[config.mk]
export PLATFORM = sky130hd
export DESIGN_NAME = sfifo_top
export DESIGN_NICKNAME = d
export VERILOG_FILES = /design/src/rtl/fifo_sel_pkg.sv /design/src/rtl/sfifo_ptr.sv /design/src/rtl/sfifo_flags.sv /design/src/rtl/sfifo_store.sv /design/src/rtl/sfifo_top.sv
export SDC_FILE = /design/constraint.sdc
export NUM_CORES = 1
export LEC_CHECK = 0
export BUFFER_PORTS_ARGS = -buffer_cell sky130_fd_sc_hd__buf_2
export CAP_MARGIN = 0
export CORE_UTILIZATION = 30
export DETAILED_ROUTE_END_ITERATION = 7
export GPL_TIMING_DRIVEN = 0
export HOLD_SLACK_MARGIN = 0.1
export PLACE_DENSITY = 0.52
export SLEW_MARGIN = 5
export SYNTH_ARGS = -nofsm -noshare
export SYNTH_HDL_FRONTEND = slang
export SYNTH_SLANG_ARGS = --single-unit
[constraint.sdc]
create_clock -name clk -period 6.9 [get_ports clk]
set_input_delay 1.38 -clock clk [delete_from_list [all_inputs] [get_ports clk]]
set_output_delay 1.38 -clock clk [all_outputs]
set_load 0.005 [all_outputs]
[src/rtl/fifo_sel_pkg.sv]
package fifo_sel_pkg;

    // How the full condition is detected
    typedef enum logic {
        FM_SPARE = 1'b0,  // address-width pointers, one slot kept free
        FM_WRAP  = 1'b1   // pointers carry an extra lap bit, all slots usable
    } full_mode_e;

    function automatic int unsigned ptr_width(input int unsigned addr_w, input full_mode_e mode);
        return (mode == FM_WRAP) ? addr_w + 1 : addr_w;
    endfunction

endpackage

[src/rtl/sfifo_ptr.sv]
module sfifo_ptr #(
    parameter int unsigned PTR_W = 6
) (
    input  logic             clk,
    input  logic             rst,
    input  logic             adv,
    output logic [PTR_W-1:0] ptr
);

    always_ff @(posedge clk) begin
        if (rst) begin
            ptr <= '0;
        end else if (adv) begin
            ptr <= ptr + 1'b1;
        end
    end

endmodule

[src/rtl/sfifo_flags.sv]
module sfifo_flags #(
    parameter int unsigned             ADDR_W = 5,
    parameter fifo_sel_pkg::full_mode_e MODE  = fifo_sel_pkg::FM_WRAP,
    localparam int unsigned            PTR_W  = fifo_sel_pkg::ptr_width(ADDR_W, MODE)
) (
    input  logic [PTR_W-1:0] wptr,
    input  logic [PTR_W-1:0] rptr,
    output logic             is_full,
    output logic             is_empty
);

    // Both modes: empty when the pointers are identical
    assign is_empty = (wptr == rptr);

    generate
        if (MODE == fifo_sel_pkg::FM_WRAP) begin : g_wrap
            logic same_slot;
            assign same_slot = (wptr[ADDR_W-1:0] == rptr[ADDR_W-1:0]);
            assign is_full   = same_slot && (wptr[ADDR_W] != rptr[ADDR_W]);
        end else begin : g_spare
            logic [PTR_W-1:0] wnext;
            assign wnext   = wptr + 1'b1;
            assign is_full = (wnext == rptr);
        end
    endgenerate

endmodule

[src/rtl/sfifo_store.sv]
module sfifo_store #(
    parameter int unsigned DATA_W = 8,
    parameter int unsigned ADDR_W = 5,
    localparam int unsigned DEPTH = 1 << ADDR_W
) (
    input  logic              clk,
    input  logic              rst,
    input  logic              we,
    input  logic [ADDR_W-1:0] waddr,
    input  logic [DATA_W-1:0] wdata,
    input  logic              re,
    input  logic [ADDR_W-1:0] raddr,
    output logic [DATA_W-1:0] rdata
);

    logic [DATA_W-1:0] cells [DEPTH];

    always_ff @(posedge clk) begin
        if (we) begin
            cells[waddr] <= wdata;
        end
    end

    always_ff @(posedge clk) begin
        if (rst) begin
            rdata <= '0;
        end else if (re) begin
            rdata <= cells[raddr];
        end
    end

endmodule

[src/rtl/sfifo_top.sv]
module sfifo_top #(
    parameter int unsigned              DATA_W = 8,
    parameter int unsigned              ADDR_W = 5,
    parameter fifo_sel_pkg::full_mode_e MODE   = fifo_sel_pkg::FM_WRAP
) (
    input  logic              clk,
    input  logic              rst,
    input  logic              wr_en,
    input  logic [DATA_W-1:0] wr_data,
    output logic              full,
    input  logic              rd_en,
    output logic [DATA_W-1:0] rd_data,
    output logic              empty,
    output logic [ADDR_W:0]   count
);

    localparam int unsigned PTR_W = fifo_sel_pkg::ptr_width(ADDR_W, MODE);
    localparam int unsigned CNT_W = ADDR_W + 1;

    logic [PTR_W-1:0] wptr;
    logic [PTR_W-1:0] rptr;
    logic [PTR_W-1:0] fill;
    logic             push;
    logic             pop;

    // Requests are taken only when the flags allow them
    assign push = wr_en && !full;
    assign pop  = rd_en && !empty;

    sfifo_ptr #(.PTR_W(PTR_W)) u_wptr (
        .clk (clk),
        .rst (rst),
        .adv (push),
        .ptr (wptr)
    );

    sfifo_ptr #(.PTR_W(PTR_W)) u_rptr (
        .clk (clk),
        .rst (rst),
        .adv (pop),
        .ptr (rptr)
    );

    sfifo_flags #(.ADDR_W(ADDR_W), .MODE(MODE)) u_flags (
        .wptr     (wptr),
        .rptr     (rptr),
        .is_full  (full),
        .is_empty (empty)
    );

    // Storage sees only the low address bits of each pointer
    sfifo_store #(.DATA_W(DATA_W), .ADDR_W(ADDR_W)) u_store (
        .clk   (clk),
        .rst   (rst),
        .we    (push),
        .waddr (wptr[ADDR_W-1:0]),
        .wdata (wr_data),
        .re    (pop),
        .raddr (rptr[ADDR_W-1:0]),
        .rdata (rd_data)
    );

    assign fill  = wptr - rptr;
    assign count = CNT_W'(fill);

endmodule

==> results.cfg, run 1 <==
[synthesis]
synth_nets = 603
syn_area_sq_mm = 0.0109
avgSynthCellArea_sq_um = 18.9
ys_seq_elements = 276
yosys_warnings = 0
synthFlopType = edfxtp_1
yosysTopAreaCell = edfxtp_1
yosysUniqueCellTypes = 42
synth_common_cells = edfxtp_1, nor2_1, mux4_2
syn_inst = 580
synth_top_area_share_pct = 70.3
seq_area_frac_synth_pct = 73.9
async_flop_share_pct = 0
synth.most_common_cell = edfxtp_1
synthTopCellsByArea = edfxtp_1, mux4_2, dfxtp_1
synth_edf_count = 256

[layout]
nFillCells = 3401
layout-drive-gt1-share_pct = 21.1
num_antenna_cells = 0
nNetsFinal = 661
syn2layout_area_growth_pct = 14.9

[power]
combPwrFrac_pct = 12.4
p_per_area_mw_per_mm2 = 307
p_sw_mw = 0.891
seq_power_share_pct = 48.3
cellInternalPower_mw = 2.96
p_leak_nw = 3.96
clockPowerShare_pct = 39.3
power_mw = 3.85
peakVddDrop_mv = 0.156
p_sw_share_pct = 23.1

[route]
post_drt_wl_per_cell_um = 23.1
drtIter0Drc = 385
drtPass1Iterations = 6
vias_per_cell = 4.93
drc = 2
routed_wl_um = 25900
vias = 5527
final_antenna_net_count = 0

[grt]
gr-max-usage-layer = met2
grt_use_met2_pct = 24.8
grt_pass1_vias = 5870
groute.usage.overall_pct = 14.3
grt_max_degree = 33
grt_pass1_wl_um = 38100
met3_usage_pct = 2.50
antenna_found_initial = 0
use_met1_pct = 18.5
globalRouteOverflowTotal = 0

[worst_setup_path]
slowest_delay_ns = 0.56
crit_buf_inv = 5
cp_num_cells = 11
reg2reg_to = u_store.cells[17][5]
crit_start = u_rptr.ptr[2]
crit_type = reg2out
r2r_cells = 11
path_cells = buf_2, buf_2, buf_1, inv_1, ha_1, o21ai_0, nand2b_1, a21o_1, a21oi_1, xnor2_1, buf_2
endpoint_kind = output pin
crit_path_end = count[5]
cp_slowest_cell = buf_1
cp_max_fo = 10
crit_path_frequent_cell = buf_2
arrival_ns = 3.33
crit_path_start_kind = flop
cp_top_family = buffers and inverters
rrSetupSlack_ns = 2.77
cp.required_ns = 5.52
rr_startpoint = u_rptr.ptr[2]

[place]
place_hpwl_um = 16700
io_buffer_count = 27
pre_cts_slack_ns = 2.68
place.gp.congestion = 0.795

[cts]
numCtsBuffers = 29
cts_hold_buf = 0
cts.clk_slew.worst_paths_ns = 0.06
cts_tree = built
cts_sinks = 276
cts-root-buf = clkbuf_16
ctsResizeCount = 0
postCtsSetupBuffers = 0
clkLatencyLatePin_ns = 0.54
cts.path.max_buffers = 3
htreeDepth = 1

[job]
maxCapViolCount = 0

[floorplanning]
start_util_pct = 30.6
fp.dieArea_sq_mm = 0.0372
die_w_um = 193
core_region_area_sq_mm = 0.0357
io_pins = 28
rows = 69
die_h_um = 193

[sta]
tightest_slew_ns = 0.822
fin_setup_tns_ns = 0
period_share_pct = 68.3
skew_ns = 0.0113
max_freq_mhz = 212
drv_slew = 0
min_period_ns = 4.71
slew_headroom_pct = 45.0
hold_viol = 0
rsz0062_at_grt = false
setup_viol = 0
setup_slack_ns = 2.19

[hold_path]
hold_class = reg2reg

[outcome]
status = finished with violations
violations = design-rule violations
==> routing by layer <==
layer	up-vias	wire, um
met1	2906	11200
met3	45	1090
met2	110	13000
met5	-	0
met4	0	641
li1	2466	-
==> layout make-up <==
type	count	area, sq um	share of cell area (%)
multi-input combinational	263	2640	21.0
sequential	276	8090	64.3
tap	461	577	4.59
buffer	30	170	1.35
clock inverter	15	141	1.12
clock buffer	38	779	6.20
timing repair buffer	27	135	1.07
inverter	11	41.3	0.328
==> registers in the layout, indices dropped and copies added, names as in the netlist <==
| register | cells |
|---|---|
| u_store.cells | 256 |
| u_store.rdata | 8 |
| u_rptr.ptr | 6 |
| u_wptr.ptr | 6 |
==> through the flow <==
stage | instance area [sq um] | util, % | hold WS (ns) | std cells
final | 12600 | 35.2 | 0.482 | 1121
after global routing | 12600 | 35.2 | 0.508 | 1121
after CTS | 12600 | 35.2 | 0.480 | 1121
after detailed placement | 11600 | 32.6 | 0.467 | 1068
after global placement | 11600 | 32.6 | 0.460 | 1068
after floorplan | 10900 | - | 0.465 | 580
==> cell families (layout without fill, tap and decap cells) <==
logic type      Yosys count  count (layout)  share of synthesized area (%)
simple gates             84              84                           3.51
flops                   276             276                           73.9
mux                      83              83                           13.2
xor+xnor                 13              13                           1.04
compound gates           72              72                           5.06
buf+inv                  41             121                           1.93
fa+ha+maj                11              11                           1.33
==> cells in the final DEF (no fill, tap or decap), types with 13 or more instances in the layout <==
cell / count
a22o_1: 14
nor2_1: 46
buf_2: 33
nand2_1: 13
mux2i_1: 35
dfxtp_1: 20
edfxtp_1: 256
a21oi_1: 21
mux4_2: 45
clkbuf_16: 29
clkbuf_1: 20
==> worst min-delay path by stage <==
| stage | start | endpoint | slack (ns) | depth (start not counted) |
|---|---|---|---|---|
| final | u_store.rdata[5] | u_store.rdata[5] | 0.48 | 1 |
| after floorplan | u_wptr.ptr[5] | u_wptr.ptr[5] | 0.47 | 2 |
| after global placement | u_store.rdata[5] | u_store.rdata[5] | 0.46 | 1 |
| after CTS | u_store.rdata[5] | u_store.rdata[5] | 0.48 | 1 |
| after detailed placement | u_store.rdata[5] | u_store.rdata[5] | 0.47 | 1 |
| after global routing | u_store.rdata[5] | u_store.rdata[5] | 0.51 | 1 |
==> power groups by stage <==
| stage | clock network (mW) | registers (mW) | logic (mW) |
|---|---|---|---|
| 5_1_grt | 1.61 | 1.86 | 0.514 |
| 4_1_cts | 1.54 | 1.86 | 0.487 |
| 3_5_place_dp | 0 | 1.90 | 0.485 |
| 3_3_place_gp | 0 | 1.90 | 0.480 |
| 6_report | 1.52 | 1.86 | 0.477 |
| 2_1_floorplan | 0 | 1.89 | 0.321 |
Power figures use the tool's default switching activity.
==> run 2: changes to the inputs <==
Settings changed: ABC_AREA set to 1.
Clock period 6.9 ns to 4.5 ns, I/O delays scaled along.
==> run 2 against run 1 <==
- the run now ends clean
- clock skew up 0.0016 ns
- cell area up 8.6%
- via count up 47%
- sequential power up 53%
- worst hold slack worse by 0.021 ns
- largest power group unchanged
- sequential share of layout area down 5.1 points
- area after synthesis up 9.3%
- synthesized cell count up 99%
- sequential cell count unchanged
- first-iteration DRC count up 53%
- combinational power up 93%
==> results.cfg, run 2 <==
[sta]
whs_ns = 0.461
slew_headroom_pct = 18.8
setup_viol = 0
skew_ns = 0.0129
period_share_pct = 88.1
setup_slack_ns = 0.537
tightest_slew_ns = 1.21
max_freq_mhz = 252
min_period_ns = 3.96
drv_slew = 0
hold_viol = 0
rsz0062_at_grt = false
fin_setup_tns_ns = 0

[power]
cellInternalPower_mw = 4.41
p_leak_nw = 5.41
p_sw_share_pct = 27.2
clockPowerShare_pct = 37.8
p_per_area_mw_per_mm2 = 444
combPwrFrac_pct = 15.2
seq_power_share_pct = 47.0
peakVddDrop_mv = 0.286
p_sw_mw = 1.65

[route]
drc = 0
final_antenna_net_count = 0
vias_per_cell = 4.62
routed_wl_um = 31300
drtIter0Drc = 590
drtPass1Iterations = 5
post_drt_wl_per_cell_um = 17.8
vias = 8114

[cts]
cts_tree = built
postCtsSetupBuffers = 0
numCtsBuffers = 31
cts.path.max_buffers = 3
htreeDepth = 1
cts_sinks = 276
cts.clk_slew.worst_paths_ns = 0.06
clkLatencyLatePin_ns = 0.57
cts_hold_buf = 0
ctsResizeCount = 0
cts-root-buf = clkbuf_16

[floorplanning]
start_util_pct = 30.7
die_w_um = 202
io_pins = 28
fp.dieArea_sq_mm = 0.0407
rows = 72
die_h_um = 202
core_region_area_sq_mm = 0.0390

[layout]
nFillCells = 3902
final_common_cell = nand2_1
final_cell_mix = nand2_1, edfxtp_1, nand3_1, inv_1, nor2_1
syn2layout_area_growth_pct = 14.2
nNetsFinal = 1239
layout-drive-gt1-share_pct = 9.77
top_register = u_store.cells
utilization_pct = 35.0
num_antenna_cells = 0
largest_reg_flops = 256
largest_registers = u_store.cells (256), u_store.rdata (8)

[grt]
antenna_found_initial = 0
grt_max_degree = 33
groute.usage.overall_pct = 15.4
grt_pass1_vias = 7657
grt_pass1_wl_um = 46700
globalRouteOverflowTotal = 0

[place]
pre_cts_slack_ns = 0.966
io_buffer_count = 26
place_hpwl_um = 21400
place.gp.congestion = 0.856

[synthesis]
synth_common_cells = nand2_1, edfxtp_1, nand3_1
ys_seq_elements = 276
synth_nets = 1180
synth.most_common_cell = nand2_1
synth_top_area_share_pct = 64.3
avgSynthCellArea_sq_um = 10.3
seq_area_frac_synth_pct = 67.6
syn_area_sq_mm = 0.0120
synthFlopType = edfxtp_1
synth_edf_count = 256
syn_inst = 1157
synthTopCellsByArea = edfxtp_1, nand2_1, nand3_1
yosysTopAreaCell = edfxtp_1
yosysUniqueCellTypes = 25
yosys_warnings = 0
async_flop_share_pct = 0

[worst_setup_path]
slowest_delay_ns = 0.42
reg2reg_to = u_store.cells[8][5]
r2r_cells = 10
cp.required_ns = 3.60
arrival_ns = 3.06
path_cells = buf_2, inv_1, clkbuf_1, ha_1, a21oi_1, o21ai_0, a21oi_1, nor2_1, nor2_1, xor2_1, buf_2
rr_startpoint = u_rptr.ptr[3]
endpoint_kind = output pin
cp_slowest_cell = clkbuf_1
crit_path_start_kind = flop
crit_type = reg2out
cp_max_fo = 10
rrSetupSlack_ns = 0.93

[hold_path]
hold_path_end = u_store.rdata[2]
hold_class = reg2reg
hp-start = u_store.rdata[2]
hold_depth = 2

[job]
maxCapViolCount = 0

[outcome]
status = finished clean
-- run 2: cell count changes in the layout (fill, tap and decap cells not counted), sizes merged, moves of 13 or more --
cell	before	now
nand2	14	375
nand3	4	159
inv	11	129
mux4	48	0
nor2	47	86
mux2i	35	0
buf	44	71
a21oi	21	35
a22o	14	0
o21ai	4	17
-- run 2: worst max-delay path by stage --
stage                        startpoint                   end
after floorplan           u_rptr.ptr[2]              count[5]
after global placement    u_rptr.ptr[3]   u_store.cells[8][2]
after detailed placement  u_rptr.ptr[3]  u_store.cells[24][7]
after CTS                 u_rptr.ptr[2]              count[5]
after global routing      u_rptr.ptr[2]              count[5]
final                     u_rptr.ptr[2]              count[5]
-- run 2: power groups by stage --
stage	Combinational [mW]	Clock, mW	Sequential (mW)
final	0.922	2.29	2.85
after floorplan	0.541	0	2.90
after global placement	0.916	0	2.90
after global routing	1.01	2.43	2.85
after detailed placement	0.921	0	2.90
after CTS	0.925	2.33	2.85
-- run 2: per-layer routing --
| metal | up-vias | global-route usage, % | routed length (um) |
|---|---|---|---|
| met4 | 0 | 4.79 | 861 |
| li1 | 3937 | - | - |
| met3 | 56 | 2.66 | 1880 |
| met5 | - | 0 | 0 |
| met2 | 233 | 24.2 | 14000 |
| met1 | 3888 | 21.7 | 14600 |
-- run 2: cell families (layout without fill, tap and decap cells) --
group           after synthesis  in the layout  share of synthesized area, %
flops                       276            276                          67.6
compound gates               52             52                          2.18
fa+ha+maj                    11             11                          1.21
buf+inv                     184            266                          6.91
simple gates                629            629                          21.7
xor+xnor                      5              5                         0.366
-- run 2: worst max-delay path: cells and delay by family (launching register included) --
kind | cells | cell delay [ns]
AOI/OAI and AO/OA | 3 | 0.45
xor gates and xnor gates | 1 | 0.19
adders and majority gates | 1 | 0.38
buffers and inverters | 4 | 0.83
DFF | 1 | 0.29
and+or+nand+nor | 2 | 0.36
-- run 2: stage by stage --
step / cell area (sq um) / cells / power [mW]
floorplan: 12000 / 1157 / 3.44
global placement: 12700 / 1701 / 3.82
detailed placement: 12700 / 1701 / 3.83
CTS: 13700 / 1757 / 6.11
global route: 13700 / 1757 / 6.29
finish: 13700 / 1757 / 6.07
-- run 2: layout make-up --
class	instances	area [sq um]	share of cell area [%]
well taps	518	648	4.75
clock buffers	45	858	6.29
multi-input cells	697	3050	22.3
inverters	128	480	3.52
plain buffers	56	345	2.53
repair buffers	26	130	0.953
clock inverters	11	57.6	0.421
flip-flops and latches	276	8090	59.2
